[config.mk]
export PLATFORM = sky130hd
export DESIGN_NAME = dbr_window
export DESIGN_NICKNAME = d
export VERILOG_FILES = /design/src/rtl/dbr_pkg.sv /design/src/rtl/dbr_regbank.sv /design/src/rtl/dbr_seq.sv /design/src/rtl/dbr_window.sv
export SDC_FILE = /design/constraint.sdc
export NUM_CORES = 1
export LEC_CHECK = 0
export ABC_AREA = 0
export BUFFER_PORTS_ARGS = -buffer_cell sky130_fd_sc_hd__buf_2
export CAP_MARGIN = 20
export CORE_ASPECT_RATIO = 1.4
export CORE_MARGIN = 2
export CORE_UTILIZATION = 55
export DETAILED_ROUTE_END_ITERATION = 16
export HOLD_SLACK_MARGIN = 0.08
export PLACE_DENSITY = 0.83
export SLEW_MARGIN = 20
export SYNTH_ARGS = -nofsm -noshare
export SYNTH_HDL_FRONTEND = slang
export SYNTH_HIERARCHICAL = 1
export SYNTH_SLANG_ARGS = --single-unit
[constraint.sdc]
create_clock -name clk -period 7.1 [get_ports clk]
set_input_delay 1.065 -clock clk [delete_from_list [all_inputs] [get_ports clk]]
set_output_delay 1.065 -clock clk [all_outputs]
set_load 0.1 [all_outputs]
[src/rtl/dbr_pkg.sv]
package dbr_pkg;
  localparam int CNT_W  = 5;
  localparam int BASE_W = 5;

  typedef struct packed {
    logic [CNT_W-1:0]  cnt;
    logic [BASE_W-1:0] base;
  } dbr_ctrl_t;

  function automatic logic [15:0] ctrl_pack(dbr_ctrl_t c);
    return {3'b000, c.cnt, 3'b000, c.base};
  endfunction

  function automatic dbr_ctrl_t ctrl_unpack(logic [15:0] w);
    dbr_ctrl_t c;
    c.cnt  = w[12:8];
    c.base = w[4:0];
    return c;
  endfunction
endpackage

[src/rtl/dbr_regbank.sv]
module dbr_regbank #(
  parameter int NREG   = 32,
  parameter int DATA_W = 16,
  localparam int IDX_W = $clog2(NREG)
) (
  input  logic              clk,
  input  logic              rst_n,
  input  logic              we,
  input  logic [IDX_W-1:0]  waddr,
  input  logic [DATA_W-1:0] wdata,
  input  logic [IDX_W-1:0]  raddr,
  output logic [DATA_W-1:0] rdata
);
  logic [DATA_W-1:0] mem [NREG];

  always_ff @(posedge clk or negedge rst_n) begin
    if (!rst_n) begin
      for (int i = 0; i < NREG; i++) mem[i] <= '0;
    end else if (we) begin
      mem[waddr] <= wdata;
    end
  end

  assign rdata = mem[raddr];
endmodule

[src/rtl/dbr_seq.sv]
module dbr_seq #(
  parameter int MAX_XFER = 18,
  parameter int CNT_W    = 5
) (
  input  logic             clk,
  input  logic             rst_n,
  input  logic             restart,
  input  logic             step,
  input  logic             ack,
  input  logic [CNT_W-1:0] cnt,
  output logic [CNT_W-1:0] idx,
  output logic             req
);
  localparam logic [CNT_W-1:0] LAST_MAX = CNT_W'(MAX_XFER - 1);

  logic [CNT_W-1:0] last;
  assign last = (cnt > LAST_MAX) ? LAST_MAX : cnt;

  always_ff @(posedge clk or negedge rst_n) begin
    if (!rst_n) begin
      idx <= '0;
      req <= 1'b0;
    end else if (restart) begin
      idx <= '0;
      req <= 1'b1;
    end else if (step) begin
      if (idx == last) begin
        idx <= '0;
        req <= 1'b0;
      end else begin
        idx <= idx + 1'b1;
        req <= 1'b1;
      end
    end else if (ack) begin
      req <= 1'b0;
    end
  end
endmodule

[src/rtl/dbr_window.sv]
module dbr_window
  import dbr_pkg::*;
#(
  parameter int              NREG     = 32,
  parameter int              DATA_W   = 16,
  parameter int              ADDR_W   = 8,
  parameter int              MAX_XFER = 18,
  parameter logic [ADDR_W-1:0] CTRL_OFS = 8'h48,
  parameter logic [ADDR_W-1:0] WIN_OFS  = 8'h4C
) (
  input  logic              clk,
  input  logic              rst_n,
  input  logic [ADDR_W-1:0] bus_addr,
  input  logic              bus_wr,
  input  logic              bus_rd,
  input  logic [DATA_W-1:0] bus_wdata,
  output logic [DATA_W-1:0] bus_rdata,
  output logic              dma_req,
  input  logic              dma_ack
);
  localparam int IDX_W = $clog2(NREG);
  localparam int SPAN  = NREG * 4;

  logic      is_ctrl, is_win, dir_hit;
  logic      ctrl_wr, win_wr, win_acc, dir_wr;
  dbr_ctrl_t ctrl_q;
  logic [CNT_W-1:0]  cur_idx;
  logic [IDX_W-1:0]  tgt_idx, dir_idx, rf_waddr, rf_raddr;
  logic [DATA_W-1:0] rf_rdata, rd_next;

  assign is_ctrl = (bus_addr == CTRL_OFS);
  assign is_win  = (bus_addr == WIN_OFS);
  assign dir_hit = (int'(bus_addr) < SPAN) && (bus_addr[1:0] == 2'b00)
                   && !is_ctrl && !is_win;
  assign dir_idx = bus_addr[IDX_W+1:2];

  assign ctrl_wr = bus_wr && is_ctrl;
  assign win_wr  = bus_wr && is_win;
  assign win_acc = (bus_wr || bus_rd) && is_win;
  assign dir_wr  = bus_wr && dir_hit;

  always_ff @(posedge clk or negedge rst_n) begin
    if (!rst_n)       ctrl_q <= '0;
    else if (ctrl_wr) ctrl_q <= ctrl_unpack(16'(bus_wdata));
  end

  dbr_seq #(.MAX_XFER(MAX_XFER), .CNT_W(CNT_W)) u_seq (
    .clk     (clk),
    .rst_n   (rst_n),
    .restart (ctrl_wr),
    .step    (win_acc),
    .ack     (dma_ack),
    .cnt     (ctrl_q.cnt),
    .idx     (cur_idx),
    .req     (dma_req)
  );

  assign tgt_idx  = IDX_W'(ctrl_q.base) + IDX_W'(cur_idx);
  assign rf_waddr = win_wr ? tgt_idx : dir_idx;
  assign rf_raddr = is_win ? tgt_idx : dir_idx;

  dbr_regbank #(.NREG(NREG), .DATA_W(DATA_W)) u_bank (
    .clk   (clk),
    .rst_n (rst_n),
    .we    (win_wr || dir_wr),
    .waddr (rf_waddr),
    .wdata (bus_wdata),
    .raddr (rf_raddr),
    .rdata (rf_rdata)
  );

  always_comb begin
    if (is_ctrl)                rd_next = DATA_W'(ctrl_pack(ctrl_q));
    else if (is_win || dir_hit) rd_next = rf_rdata;
    else                        rd_next = '0;
  end

  always_ff @(posedge clk or negedge rst_n) begin
    if (!rst_n)      bus_rdata <= '0;
    else if (bus_rd) bus_rdata <= rd_next;
  end
endmodule

Word-level counts from Yosys, hierarchy flattened
Index checks and enable logic that the tools add are counted.

Word-level logic and storage cells: 83. Output and inout port bits: 17. Memories: 0. Register bits after elaboration: 544. Input port bits: 29. Bits in writable memories: 0. Bits in latches: 0. Memory bits (read-only): 0.

$add $sub $neg: 2. Equality and inequality tests: 3. $lt $le $gt $ge: 5. Bitwise operators: 2. Reductions and logical operators: 16. Multiply operators: 0. Mux-type cells: 18. Divide/modulo/power cells: 0. Shift operators: 0.

Operators by type and width (number): $bwmux 512 (1); $bmux 16 s5 (1); $demux 16 s5 (1); $mux 16 (5); $mux 5 (6); $eq 8x7->1 const B (2); $ge 6x6->1 const B (2); $not 5->6 (2); $logic_and 1x1->1 (8); $lt 8x8->1 const B (1); $lt 6x1->1 const B (1); $add 5x1->5 const B (1); $add 5x5->5 (1); $eq 5x5->1 (1); $gt 5x5->1 const B (1); $mux 1 (4); $logic_or 1x1->1 (3); $reduce_bool 3->1 (1); $logic_not 1->1 (2); $logic_not 2->1 (1); $reduce_bool 2->1 (1).

Longest topological paths before layout
Depth in word-level cells: 9. Depth in mapped cells: 16. Depth with buffers taken out: 13.

Modules after synthesis
Netlist, hierarchy kept.

Modules (own cells, without submodules): dbr_regbank (area each 23907.9 sq um, times used 1, seq. area each 12812.3 sq um, cells an instance 1730); dbr_window (area each 1382.6 sq um, times used 1, seq. area each 650.6 sq um, cells an instance 110); dbr_seq (area each 404.1 sq um, times used 1, seq. area each 150.1 sq um, cells an instance 44).

Worst setup path before layout
OpenSTA, ideal clock, no wires.

Path kind: input -> register. Start point: input port bus_addr[1]. End point: register u_bank/mem[117] (netlist bit). Cell stages on the path: 11. Buffers on the path: 4. Slack: 3658 ps. Arrival time: 3317 ps. Setup time: 125 ps. Required time: 6975 ps. Path through: nor3_2 -> and3_1 -> buf_2 -> nand2_1 -> mux2_1 -> buf_2 -> or3b_1 -> buf_6 -> nor2_8 -> buf_6 -> mux2_2.

Longest elaborated chain between the ends: 9. Elaborated cells on any way between the ends: 20. Classes of those cells: order compare (3); eq/ne (2); mux (4); bitwise (1); reduce/logical (10).

RTL lines: start, declared (RTL line dbr_window.sv:13) `input logic [ADDR_W-1:0] bus_addr,`; $eq 8x7->1 * (RTL line dbr_window.sv:32) `assign is_win = (bus_addr == WIN_OFS);`; $logic_and 1x1->1 * (RTL line dbr_window.sv:38) `assign win_wr = bus_wr && is_win;`; $mux 5 * (RTL line dbr_window.sv:59) `assign rf_waddr = win_wr ? tgt_idx : dir_idx;`; via rf_waddr[0] (RTL line dbr_window.sv:28) `logic [IDX_W-1:0] tgt_idx, dir_idx, rf_waddr, rf_raddr;`; $not 5->6 (not written as such) * (RTL line dbr_regbank.sv:20) `mem[waddr] <= wdata;`; $ge 6x6->1 (not written as such) or $lt 6x1->1 (tied branches) (RTL line dbr_regbank.sv:20); $logic_and 1x1->1 (not written as such) (RTL line dbr_regbank.sv:20); $mux 16 (not written as such) (RTL line dbr_regbank.sv:20); $demux 16 s5 * (RTL line dbr_regbank.sv:20); $bwmux 512 * (RTL line dbr_regbank.sv:20); end signal, assigned by index (RTL line dbr_regbank.sv:20); end, declared (RTL line dbr_regbank.sv:14) `logic [DATA_W-1:0] mem [NREG];`.

The timed path passes the listed nets; every way through them passes the cells marked *. A chain may end at the register's enable or synchronous reset.

Final worst setup path
Start point: register u_seq.idx[0]. End point: register bus_rdata[3].

Longest elaborated chain between the ends: 8.

RTL lines: start, declared (RTL line dbr_seq.sv:11) `output logic [CNT_W-1:0] idx,`; start signal, assigned (RTL line dbr_seq.sv:31) `idx <= idx + 1'b1;`; $add 5x5->5 (RTL line dbr_window.sv:58) `assign tgt_idx = IDX_W'(ctrl_q.base) + IDX_W'(cur_idx);`; $mux 5 (RTL line dbr_window.sv:60) `assign rf_raddr = is_win ? tgt_idx : dir_idx;`; via rf_raddr[1] (RTL line dbr_window.sv:28); $not 5->6 (not written as such) (RTL line dbr_regbank.sv:24) `assign rdata = mem[raddr];`; $bmux 16 s5 (RTL line dbr_regbank.sv:24); $mux 16 (not written as such) (2 in series) (RTL line dbr_regbank.sv:24); via rf_rdata[3] (RTL line dbr_window.sv:29) `logic [DATA_W-1:0] rf_rdata, rd_next;`; $mux 16 (RTL line dbr_window.sv:74) `else if (is_win || dir_hit) rd_next = rf_rdata;`; $mux 16 (RTL line dbr_window.sv:73) `if (is_ctrl) rd_next = DATA_W'(ctrl_pack(ctrl_q));`; end signal, assigned (RTL line dbr_window.sv:80) `else if (bus_rd) bus_rdata <= rd_next;`; end, declared (RTL line dbr_window.sv:17) `output logic [DATA_W-1:0] bus_rdata,`.

The timed path passes the listed nets, and every way through them passes these cells. The select of a mux whose other input is x is not followed.

==> impl_metrics.env <==
export IMPL_dr_first_iter_drc_count=1310
export IMPL_fin_nets=1877
export IMPL_fp_dieArea_sq_um=48500
export IMPL_routed_via_density=6.31
export IMPL_drt_pre_antenna_iters=5
export IMPL_num_rows=93
export IMPL_root_buffer="clkbuf_16"
export IMPL_cp_cell_sequence="ha_1, inv_1, fa_1, a21oi_4, buf_4, buf_4, mux2i_1, a21oi_1, a31oi_1, nand3_1, mux2i_1, o2bb2ai_1"
export IMPL_status="complete, no violations"
export IMPL_critPathArrivalTime_ps=4630
export IMPL_met3_wirelength_microns=2860
export IMPL_syn2layout_area_growth_pct=8.28
export IMPL_grt_pass1_vias=16733
export IMPL_detail_route_wirelength_met1_microns=24300
export IMPL_pin_count=46
export IMPL_hpwl_microns=38400
export IMPL_grt_use_total_pct=25.4
export IMPL_antenna_found_initial=1
export IMPL_post_cts_resized=0
export IMPL_tns_ps=0
export IMPL_finalClockSkew_ps=16.3
export IMPL_max_stage_delay_ps=890
export IMPL_wl_per_cell_microns=24.8
export IMPL_p_leak_nw=13.9
export IMPL_post_route_min_period_ps=4180
export IMPL_dr_wl_met2_microns=31300
export IMPL_mostFrequentLayoutCells="544 x dfrtp_1, 505 x mux2_2, 266 x mux2i_1"
export IMPL_crit_buf_inv=3
export IMPL_start_kind="register"
export IMPL_cts_num_sinks=544
export IMPL_timing_hold_ws_ps=422
export IMPL_ctsHtreeMaxLevel=2
export IMPL_die_h_microns=260
export IMPL_worstSetupPathType="register to register"
export IMPL_synth_top_area_share_pct=53.0
export IMPL_synth_cells=1884
export IMPL_worst_setup_path_end_kind="register"
export IMPL_ys_flop_type="dfrtp_1"
export IMPL_layout_commonest_cell="dfrtp_1"
export IMPL_place_gp_congestion=0.871
export IMPL_cap_violations=0
export IMPL_start_util_pct=55.8
export IMPL_setup_violations=0
export IMPL_fin_crit_sh_pct=58.8
export IMPL_ir_worst_vdd_uv=152
export IMPL_cp_top_family="compound AO/OA/AOI/OAI gates"
export IMPL_worst_r2r_setup_slack_ps=2920
export IMPL_grt_overflow=0
export IMPL_hold_viol=0
export IMPL_max_slew_margin_pct=25.1
export IMPL_cts_tree="done"
export IMPL_routed_top_layer="met4"
export IMPL_synthTopCellsByArea="dfrtp_1 53%, mux2_2 22%, mux2i_1 10%, a22oi_1 1.9%, a22o_1 1.3%"
export IMPL_fmax_mhz=239
export IMPL_crit_fanout=24
export IMPL_syn_area_sq_um=25700
export IMPL_die_w_microns=187
export IMPL_clk_pin_slew_ps=70
export IMPL_synth_seq_area_share_pct=53.0
export IMPL_clkLatencyLatePin_ps=570
export IMPL_drc=0
export IMPL_hold_buffers=0
export IMPL_cellPowerDensity_nw_per_um2=237
export IMPL_min_path_type="input port to asynchronous set/reset pin"
export IMPL_core_sq_um=46100
export IMPL_cp_slowest_cell="a21oi_4"
export IMPL_critPathRequiredTime_ps=7550
export IMPL_grt_pass1_wl_microns=96300
export IMPL_layout_drive_gt1_share_pct=37.6
export IMPL_portBuffers=45
export IMPL_cts_path_max_buffers=3
export IMPL_synth_top_area_cell="dfrtp_1"
export IMPL_cts_setup_buffers=0
export IMPL_grt_setup_unrepaired="false"
export IMPL_maxSlewViolCount=0
export IMPL_synth_seq_cells=544
export IMPL_final_antenna_net_count=0
export IMPL_tightest_slew_ps=1120
export IMPL_synthesis_nets=1919
export IMPL_syn_avg_cell_area_sq_um=13.6
export IMPL_yosys_warnings=6
export IMPL_synth_edf_count=0
export IMPL_async_reset_ff_share_pct=100
export IMPL_grt_max_degree=175
export IMPL_vias=15771
export IMPL_synth_cell_type_count=58
export IMPL_cts_inserted_buffers=48
export IMPL_routed_wl_microns=62100
[routing by layer]
metal | vias to the layer above | GRT usage (%)
met5 | - | 0
met4 | 0 | 14.4
met3 | 181 | 3.37
met2 | 474 | 44.4
met1 | 8338 | 30.4
li1 | 6778 | -
[worst paths after layout]
check / endpoint / start / cells after the start
worst min-delay path: u_bank/mem[262] / rst_n / 1
worst max-delay path: bus_rdata[3] / u_seq/idx[0] / 12
worst max register to register: bus_rdata[3] / u_seq/idx[0] / 12
min in group clk: u_bank/mem[375] / u_bank/mem[375] / 1
worst min register to register: u_bank/mem[375] / u_bank/mem[375] / 1
max in group asynchronous: u_bank/mem[463] / rst_n / 2
[flip-flops by register name, summed over array words and instances (netlist names)]
name,count
u_seq/idx,5
ctrl_q,10
u_seq/req,1
bus_rdata,16
u_bank/mem,512
[layout make-up]
type                            count  area [sq um]
Antenna cell                        1          2.50
Clock buffer                       76          1440
Clock inverter                     12           163
Fill cell                        3466         18300
Inverter                            8          30.0
Multi-Input combinational cell   1172         11300
Sequential cell                   544         13600
Tap cell                          617           772
Timing Repair Buffer               68           531
[through the flow]
step           std cells  power [mW]  setup WS [ps]  utilization, %  instance area (sq um)
3_3_place_gp        2406        3.94           2590            56.7                  26100
4_1_cts             2496        6.63           3000            60.3                  27800
3_5_place_dp        2408        3.98           2570            56.8                  26200
2_1_floorplan       1884        3.76           3660               -                  25700
5_1_grt             2498        6.82           2790            60.4                  27800
6_report            2498        6.59           2920            60.4                  27800
[cells in the mapped netlist, types with 10 or more instances]
library cell,n
nor2_1,10
nand2_2,16
clkbuf_1,73
a21oi_1,36
nor2_4,10
a22oi_1,64
dfrtp_1,544
o2bb2ai_1,10
buf_4,22
buf_2,53
nor3_1,16
nand4_1,18
a22o_1,38
nand2_1,39
mux2_2,505
nand3_1,34
a31oi_1,18
mux2i_1,266
[cells by family after synthesis]
group | share of synthesized area [%]
mux | 33.4
fa+ha+maj | 0.321
xor+xnor | 0.273
compound gates | 5.23
simple gates | 4.48
buf+inv | 3.30
flops | 53.0
[power by group]
| part | internal (mW) | switching, mW | total [mW] | leakage (nW) |
|---|---|---|---|---|
| Combinational | 0.246 | 0.360 | 0.606 | 5.65 |
| Sequential | 3.24 | 0.0836 | 3.33 | 7.50 |
| Clock | 1.53 | 1.12 | 2.66 | 0.786 |
Note: power is estimated with default switching activity, not from simulation.
